## config.mk

```make
export PLATFORM = sky130hd
export DESIGN_NAME = evctr_bank
export DESIGN_NICKNAME = d
export VERILOG_FILES = /design/src/rtl/evctr_pkg.sv /design/src/rtl/evctr_addr_dec.sv /design/src/rtl/evctr_evt_gate.sv /design/src/rtl/evctr_counter.sv /design/src/rtl/evctr_bank.sv
export SDC_FILE = /design/constraint.sdc
export NUM_CORES = 1
export LEC_CHECK = 0
export BUFFER_PORTS_ARGS = -buffer_cell sky130_fd_sc_hd__buf_4
export CORE_MARGIN = 4
export CORE_UTILIZATION = 40
export DETAILED_ROUTE_END_ITERATION = 10
export RECOVER_POWER = 50
export SLEW_MARGIN = 20
export SYNTH_ARGS = -nofsm -noshare
export SYNTH_HDL_FRONTEND = slang
export SYNTH_SLANG_ARGS = --single-unit
export TNS_END_PERCENT = 10
```

## constraint.sdc

```tcl
create_clock -name clk_i -period 2.9 [get_ports clk_i]
set_input_delay 0.435 -clock clk_i [delete_from_list [all_inputs] [get_ports clk_i]]
set_output_delay 0.435 -clock clk_i [all_outputs]
set_load 0.01 [all_outputs]
```

## src/rtl/evctr_pkg.sv

```systemverilog
package evctr_pkg;

    localparam int CODE_W  = 5;
    localparam int LANE_W  = 8;
    localparam int FLD_LSB = 1;
    localparam int EVT_SRC = 3;

    localparam logic [CODE_W-1:0] CODE_OFF    = 5'h00;
    localparam logic [CODE_W-1:0] CODE_CYCLES = 5'h01;
    localparam logic [CODE_W-1:0] CODE_WRTXN  = 5'h0B;
    localparam logic [CODE_W-1:0] CODE_XFER   = 5'h0D;
    localparam logic [CODE_W-1:0] CODE_RDTXN  = 5'h0F;

    // Decide whether a counter programmed with `code` advances this cycle.
    function automatic logic code_hits(input logic [CODE_W-1:0] code,
                                       input logic [EVT_SRC-1:0] evt);
        logic hit;
        case (code)
            CODE_CYCLES: hit = 1'b1;
            CODE_WRTXN:  hit = evt[0];
            CODE_XFER:   hit = evt[1];
            CODE_RDTXN:  hit = evt[2];
            default:     hit = 1'b0;
        endcase
        return hit;
    endfunction

endpackage

```

## src/rtl/evctr_addr_dec.sv

```systemverilog
module evctr_addr_dec #(
    parameter int          NUM_CTR     = 4,
    parameter int          ADDR_W      = 12,
    parameter int unsigned CTL_OFS     = 'h000,
    parameter int unsigned DATA_OFS    = 'h040,
    parameter int unsigned DATA_STRIDE = 'h00C
) (
    input  logic [ADDR_W-1:0]  addr_i,
    output logic               ctl_hit_o,
    output logic [NUM_CTR-1:0] data_hit_o
);

    assign ctl_hit_o = (addr_i == ADDR_W'(CTL_OFS));

    for (genvar n = 0; n < NUM_CTR; n++) begin : g_dec
        localparam int unsigned SLOT_ADDR = DATA_OFS + DATA_STRIDE * n;
        assign data_hit_o[n] = (addr_i == ADDR_W'(SLOT_ADDR));
    end

endmodule

```

## src/rtl/evctr_evt_gate.sv

```systemverilog
module evctr_evt_gate
    import evctr_pkg::*;
(
    input  logic [CODE_W-1:0]  code_i,
    input  logic [EVT_SRC-1:0] evt_i,
    output logic               inc_o
);

    always_comb begin
        inc_o = code_hits(code_i, evt_i);
    end

endmodule

```

## src/rtl/evctr_counter.sv

```systemverilog
module evctr_counter #(
    parameter int CTR_W = 32
) (
    input  logic             clk_i,
    input  logic             rst_ni,
    input  logic             inc_i,
    input  logic             ld_i,
    input  logic [CTR_W-1:0] ld_val_i,
    output logic [CTR_W-1:0] cnt_o
);

    typedef struct packed {
        logic [CTR_W-1:0] cnt;
    } ctr_st_t;

    ctr_st_t st_d, st_q;

    always_comb begin
        st_d = st_q;
        if (ld_i) begin
            st_d.cnt = ld_val_i;                  // software write wins
        end else if (inc_i) begin
            st_d.cnt = st_q.cnt + CTR_W'(1);      // silent modulo wrap
        end
    end

    always_ff @(posedge clk_i or negedge rst_ni) begin
        if (!rst_ni) begin
            st_q <= '0;
        end else begin
            st_q <= st_d;
        end
    end

    assign cnt_o = st_q.cnt;

endmodule

```

## src/rtl/evctr_bank.sv

```systemverilog
module evctr_bank
    import evctr_pkg::*;
#(
    parameter int          NUM_CTR     = 4,
    parameter int          DATA_W      = 32,
    parameter int          ADDR_W      = 12,
    parameter int unsigned CTL_OFS     = 'h000,
    parameter int unsigned DATA_OFS    = 'h040,
    parameter int unsigned DATA_STRIDE = 'h00C
) (
    input  logic               clk_i,
    input  logic               rst_ni,
    input  logic [EVT_SRC-1:0] evt_i,
    input  logic               bus_sel_i,
    input  logic               bus_wr_i,
    input  logic [ADDR_W-1:0]  bus_addr_i,
    input  logic [DATA_W-1:0]  bus_wdata_i,
    output logic               bus_rvalid_o,
    output logic [DATA_W-1:0]  bus_rdata_o
);

    typedef struct packed {
        logic [NUM_CTR-1:0][CODE_W-1:0] code;
        logic                           rvalid;
        logic [DATA_W-1:0]              rdata;
    } bank_st_t;

    bank_st_t st_d, st_q;

    logic                           ctl_hit;
    logic [NUM_CTR-1:0]             data_hit;
    logic [NUM_CTR-1:0]             inc;
    logic [NUM_CTR-1:0]             ld;
    logic [NUM_CTR-1:0][DATA_W-1:0] cnt_all;
    logic [NUM_CTR-1:0][CODE_W-1:0] code_q;
    logic [DATA_W-1:0]              ctl_word;
    logic [DATA_W-1:0]              rd_mux;
    logic                           wr_req;
    logic                           rd_req;

    assign wr_req = bus_sel_i &&  bus_wr_i;
    assign rd_req = bus_sel_i && !bus_wr_i;
    assign code_q = st_q.code;

    evctr_addr_dec #(
        .NUM_CTR     (NUM_CTR),
        .ADDR_W      (ADDR_W),
        .CTL_OFS     (CTL_OFS),
        .DATA_OFS    (DATA_OFS),
        .DATA_STRIDE (DATA_STRIDE)
    ) u_dec (
        .addr_i     (bus_addr_i),
        .ctl_hit_o  (ctl_hit),
        .data_hit_o (data_hit)
    );

    for (genvar n = 0; n < NUM_CTR; n++) begin : g_ctr
        assign ld[n] = wr_req && data_hit[n];

        evctr_evt_gate u_gate (
            .code_i (code_q[n]),
            .evt_i  (evt_i),
            .inc_o  (inc[n])
        );

        evctr_counter #(
            .CTR_W (DATA_W)
        ) u_cnt (
            .clk_i    (clk_i),
            .rst_ni   (rst_ni),
            .inc_i    (inc[n]),
            .ld_i     (ld[n]),
            .ld_val_i (bus_wdata_i),
            .cnt_o    (cnt_all[n])
        );
    end

    // Control word as seen by software: reserved bits are tied low.
    always_comb begin
        ctl_word = '0;
        for (int n = 0; n < NUM_CTR; n++) begin
            ctl_word[n*LANE_W+FLD_LSB +: CODE_W] = code_q[n];
        end
    end

    always_comb begin
        rd_mux = '0;
        if (ctl_hit) begin
            rd_mux = ctl_word;
        end
        for (int n = 0; n < NUM_CTR; n++) begin
            if (data_hit[n]) begin
                rd_mux = rd_mux | cnt_all[n];
            end
        end
    end

    always_comb begin
        st_d        = st_q;
        st_d.rvalid = rd_req;
        if (rd_req) begin
            st_d.rdata = rd_mux;
        end
        if (wr_req && ctl_hit) begin
            for (int n = 0; n < NUM_CTR; n++) begin
                st_d.code[n] = bus_wdata_i[n*LANE_W+FLD_LSB +: CODE_W];
            end
        end
    end

    always_ff @(posedge clk_i or negedge rst_ni) begin
        if (!rst_ni) begin
            st_q <= '0;
        end else begin
            st_q <= st_d;
        end
    end

    assign bus_rvalid_o = st_q.rvalid;
    assign bus_rdata_o  = st_q.rdata;

endmodule

```

==> results.ini, run 1 <==
[synthesis]
synth_area_leaders=dfrtp_1 (46%), xor2_1 (6.1%), nand2_1 (6.0%)
yosysUniqueCellTypes=45
synth_fp_nets=1144
synth_top_area_cell=dfrtp_1
async_flop_share=1.00
synth_common_cells=dfrtp_1 (181), nand2_1 (158), o21ai_0 (104)
yosysMostFrequentCell=dfrtp_1
synthCells=1089
syn_area_um2=9910
ys_seq_area_frac=0.457
yosysTopAreaCellShare=0.457
synth_top_flop_cell=dfrtp_1
synth_edf_count=0
syn_avg_cell_area_um2=9.10
synth-seq-cells=181
yosysWarningCount=0

[route]
avgRoutedWirePerCell_um=20.7
first_pass_iters=6
vias=8545
antenna_left=0
drt_iter0_drc=857
drcViolationCount=0
totalWireLength_um=31100
viasPerCell=5.70

[worst_setup_path]
cp-start-kind=flop
end_kind=flop
worstPathMaxFanout=7
arrival_ns=2.71
worstPathRequired_ns=3.18
crit_type=reg -> reg

[die]
die_h_um=165
dieArea_um2=27400
initial_utilization=0.408
io_pins=84
core_area_um2=24300
fp.dieW_um=165
rows=57

[clocking]
cts_tree=done
h-tree-depth=4
cts_resized=0
clock_latency_ns=0.44
cts_made_buffers=17
cts_hold_buf=0
numClockSinks=181
cts-root-buf=clkbuf_16
cts_setup_buffers=0
clockBufferDepth=2
path_clk_slew_ns=0.07

[pwr]
ir_worst_vdd_mv=0.449
power.density_nw_per_um2=508
p_comb_frac=0.105
power_frac_seq=0.482
leakagePower_nw=4.72
power.internal_w=0.00430
p_clk_frac=0.413
swShare=0.266
p_switching_w=0.00156

[finish]
diodes=0
drive_gt1_frac=0.145
synthToLayoutAreaGrowth_pct=16.2
nets=1219
final_util=0.474
fin_cells=1500

[timing]
rsz0062_at_grt=no
timing.final.ws_setup_ns=0.476
finalClockSkew_ns=0.0144
hold_viol_final=0
worst_slew_pin_slew_ns=1.88
slew_violations=69
min_period_over_period=0.836
setup_tns_ns=0
setup_viol=0
slew_headroom=-0.254
max_freq_ghz=0.413
finalCriticalPeriod_ns=2.42

[placed_design]
dp_hpwl_um=22400
numPortBuffers=83
gp_congestion=0.888
dp.cells=1469
dpl_worst_slack_ns=0.442

[grt]
grt_overflow=0
grt_use_total=0.235
grt_pass1_vias=8432
antenna_found_initial=0
grt_pass1_wl_um=49000
grt_start_max_net_pins=70

[status]
violations=capacitance limit, slew limit
status=finished, violations left

[flow_run]
maxCapViolCount=1

[hold_path]
min_path_type=in -> reg

[power groups by stage]
stage | sequential, W | clock [W] | combinational (W)
after floorplan | 0.00283 | 0 | 0.000337
after global placement | 0.00287 | 0 | 0.000622
after detailed placement | 0.00287 | 0 | 0.000630
after CTS | 0.00282 | 0.00244 | 0.000636
after global routing | 0.00284 | 0.00254 | 0.000704
final | 0.00282 | 0.00242 | 0.000617
[critical path: stages, from the launching register on]
cell,delay [ns]
dfrtp_1,0.49
a21boi_0,0.14
o2bb2ai_1,0.29
or4_1,0.81
nor4_4,0.29
xnor2_1,0.15
a21oi_1,0.09
[per-stage QoR]
step,cell area [um^2],power (W),hold slack (ns)
after floorplan,9910,0.00317,0.139
after global placement,11000,0.00349,0.471
after detailed placement,11000,0.00350,0.475
after CTS,11600,0.00590,0.0286
after global routing,11500,0.00609,0.258
final,11500,0.00586,0.255
[flip-flops by register name, indices dropped and copies added, names as in the netlist]
| name | count |
|---|---|
| g_ctr.u_cnt.cnt_o | 128 |
| bus_rdata_o | 32 |
| code_q | 20 |
| bus_rvalid_o | 1 |
[routing by layer]
layer	global-route usage	vias to the layer above	share of wire
met2	0.386	236	0.48
met3	0.0362	40	0.050
met4	0.0690	0	0.022
li1	-	4042	-
met1	0.324	4227	0.44
met5	0	-	0
[path summary, 6_finish.rpt]
check / from / endpoint / slack, ns / cells after the start
worst max-delay path: code_q[16]$_DFFE_PN0P_ / g_ctr[3].u_cnt.cnt_o[27]$_DFFE_PN0P_ / 0.48 / 6
worst min-delay path: bus_wdata_i[8] / g_ctr[0].u_cnt.cnt_o[8]$_DFFE_PN0P_ / 0.26 / 3
worst max register to register: code_q[16]$_DFFE_PN0P_ / g_ctr[3].u_cnt.cnt_o[27]$_DFFE_PN0P_ / 0.48 / 6
worst min register to register: bus_rdata_o[11]$_DFFE_PN0P_ / bus_rdata_o[11]$_DFFE_PN0P_ / 0.48 / 2
max in group asynchronous: rst_ni / g_ctr[3].u_cnt.cnt_o[2]$_DFFE_PN0P_ / 0.71 / 2
min in group asynchronous: rst_ni / g_ctr[1].u_cnt.cnt_o[21]$_DFFE_PN0P_ / 0.48 / 1
[cells by family after synthesis]
group                      Yosys count  share of synthesized area
and+or+nand+nor                    424                      0.209
muxes                               26                     0.0290
xor gates and xnor gates           124                      0.110
buffers and inverters               74                     0.0292
AOI/OAI and AO/OA                  256                      0.161
DFF                                181                      0.457
adders and majority gates            4                    0.00505
[placed cells by master (no fill, tap or decap), drive strengths merged, types with 3 or more instances in the layout]
cell type    n
nand4       29
xnor2       55
xor2        69
inv         19
nor2b        5
nor4        17
clkinvlp     5
or3          4
a221oi      32
a21oi       55
buf         95
and3        23
nor3        25
and2         6
clkbuf      38
bufinv       3
mux2        22
dfrtp      181
or2          4
or4          3
o2bb2ai     21
and4        11
mux2i        4
o21ai      107
ha           4
nor2        87
nand2      159
a22oi       32
nand3       43
[area by class of cell]
type	count	area [um^2]
Fill cell	2359	12800
Inverter	17	63.8
Multi-Input combinational cell	834	5130
Clock buffer	20	447
Timing Repair Buffer	113	800
Tap cell	324	405
Sequential cell	181	4530
Clock inverter	11	150
(Power assumes the default switching activity.)
==> run 2, diff against run 1 <==
==> constraint.sdc (replaced) <==
create_clock -name clk_i -period 2.4 [get_ports clk_i]
set_input_delay 0.36 -clock clk_i [delete_from_list [all_inputs] [get_ports clk_i]]
set_output_delay 0.36 -clock clk_i [all_outputs]
set_load 0.01 [all_outputs]
==> results.ini, run 2 (synthesized netlist as in run 1, its figures left out) <==
[timing]
hold_viol_final=0
finalCriticalPeriod_ns=2.22
slew_violations=0
slew_headroom=0.348
max_freq_ghz=0.451
worst_slew_pin_slew_ns=0.978
min_period_over_period=0.924
rsz0062_at_grt=no
finalClockSkew_ns=0.0166
timing.final.ws_setup_ns=0.183
setup_tns_ns=0
holdWs_ns=0.195
setup_viol=0

[clocking]
cts_made_buffers=17
clock_latency_ns=0.44
h-tree-depth=4
cts_tree=done
path_clk_slew_ns=0.07
clockBufferDepth=2
cts-root-buf=clkbuf_16
numClockSinks=181

[worst_setup_path]
arrival_ns=2.53
crit_type=reg -> reg
rr_worst_depth=6
worstSetupEndpoint=g_ctr[3].u_cnt.cnt_o[26]$_DFFE_PN0P_
reg2reg_from=code_q[19]$_DFFE_PN0P_
worstPathRequired_ns=2.71
end_kind=flop
reg2reg_to=g_ctr[3].u_cnt.cnt_o[26]$_DFFE_PN0P_
crit_start=code_q[19]$_DFFE_PN0P_
worstPathMaxFanout=6
rrSetupSlack_ns=0.18
cp-start-kind=flop

[route]
viasPerCell=5.61
drcViolationCount=0
drt_iter0_drc=728
avgRoutedWirePerCell_um=20.5
vias=8491
totalWireLength_um=31000
antenna_left=0
first_pass_iters=7

[finish]
synthToLayoutAreaGrowth_pct=17.4
regArea_um2=4530
fin_cells=1514
nets=1233
final_cell_mix=dfrtp_1 (181), nand2_1 (158), o21ai_0 (104)
final_common_cell=dfrtp_1
multi_input_area_um2=5140
drive_gt1_frac=0.141
diodes=0
fillerInstances=2349
largest_reg_flops=128

[grt]
grt_overflow=0
antenna_found_initial=0
grt_pass1_vias=8120
grt_use_total=0.230
grt_start_max_net_pins=65
grt_pass1_wl_um=47500

[placed_design]
dp_hpwl_um=22600
gp_congestion=0.857
dp.cells=1482
dpl_worst_slack_ns=0.0780
numPortBuffers=83

[pwr]
leakagePower_nw=4.76
ir_worst_vdd_mv=0.425
power_w=0.00704
power.density_nw_per_um2=605

[status]
status=completed

[die]
rows=57
initial_utilization=0.408
dieArea_um2=27400
fp.dieW_um=165
die_h_um=165
io_pins=84
core_area_um2=24300

[flow_run]
maxCapViolCount=0

[hold_path]
min_path_cells=3
min_path_type=in -> reg

==> run 2: cell count changes in the layout (fill, tap and decap cells not counted), sizes merged <==
| cell | change |
|---|---|
| clkinvlp | -3 |
| buf | -7 |
| clkbuf | +21 |
| dlygate4sd3 | +1 |
| bufinv | -1 |
| clkinv | +3 |
==> run 2: final cells by class <==
cell class | instances | area share
Sequential cell | 181 | 0.389
Clock inverter | 10 | 0.0103
Timing Repair Buffer | 127 | 0.0777
Multi-Input combinational cell | 834 | 0.441
Tap cell | 324 | 0.0348
Inverter | 17 | 0.00548
Clock buffer | 21 | 0.0413
==> run 2: where the power goes <==
| group | leakage, nW | internal (W) | switching [W] |
|---|---|---|---|
| combinational | 2.02 | 0.000305 | 0.000433 |
| clock | 0.292 | 0.00165 | 0.00125 |
| sequential | 2.44 | 0.00321 | 0.000190 |
==> run 2: worst max-delay path, stage by stage, from the launching register on <==
cell	delay, ns
dfrtp_1	0.40
nor2b_1	0.24
nand3_1	0.23
or4_1	0.68
nor4_4	0.33
xnor2_1	0.14
a21oi_1	0.08
==> run 2: timing repair <==
item | in CTS | in global routing
setup endpoints to repair | 0 | 3
hold buffers | 1 | 0
buffers inserted | 0 | 0
resized for setup | 0 | 2
endpoints found under the hold margin | 55 | 0
==> run 2: metrics by stage <==
step | instance area [um^2] | utilization
CTS | 11800 | 0.484
global placement | 11200 | 0.459
floorplan | 9910 | -
detailed placement | 11200 | 0.459
finish | 11600 | 0.479
global route | 11600 | 0.479
==> run 2: how the worst min path moves through the flow <==
stage,to,slack (ns),from
floorplan,bus_rdata_o[0]$_DFFE_PN0P_,0.06,rst_ni
global placement,g_ctr[1].u_cnt.cnt_o[22]$_DFFE_PN0P_,0.38,rst_ni
detailed placement,g_ctr[1].u_cnt.cnt_o[21]$_DFFE_PN0P_,0.38,rst_ni
CTS,g_ctr[1].u_cnt.cnt_o[23]$_DFFE_PN0P_,0.18,bus_wdata_i[23]
global route,g_ctr[1].u_cnt.cnt_o[14]$_DFFE_PN0P_,0.19,bus_wdata_i[14]
finish,g_ctr[1].u_cnt.cnt_o[16]$_DFFE_PN0P_,0.20,bus_wdata_i[16]
==> run 2: layer usage <==
layer | wire, um | vias up | global-route usage
met5 | 0 | - | 0
met4 | 851 | 0 | 0.0776
met3 | 1680 | 51 | 0.0347
met2 | 14900 | 267 | 0.379
met1 | 13600 | 4110 | 0.313
li1 | - | 4063 | -
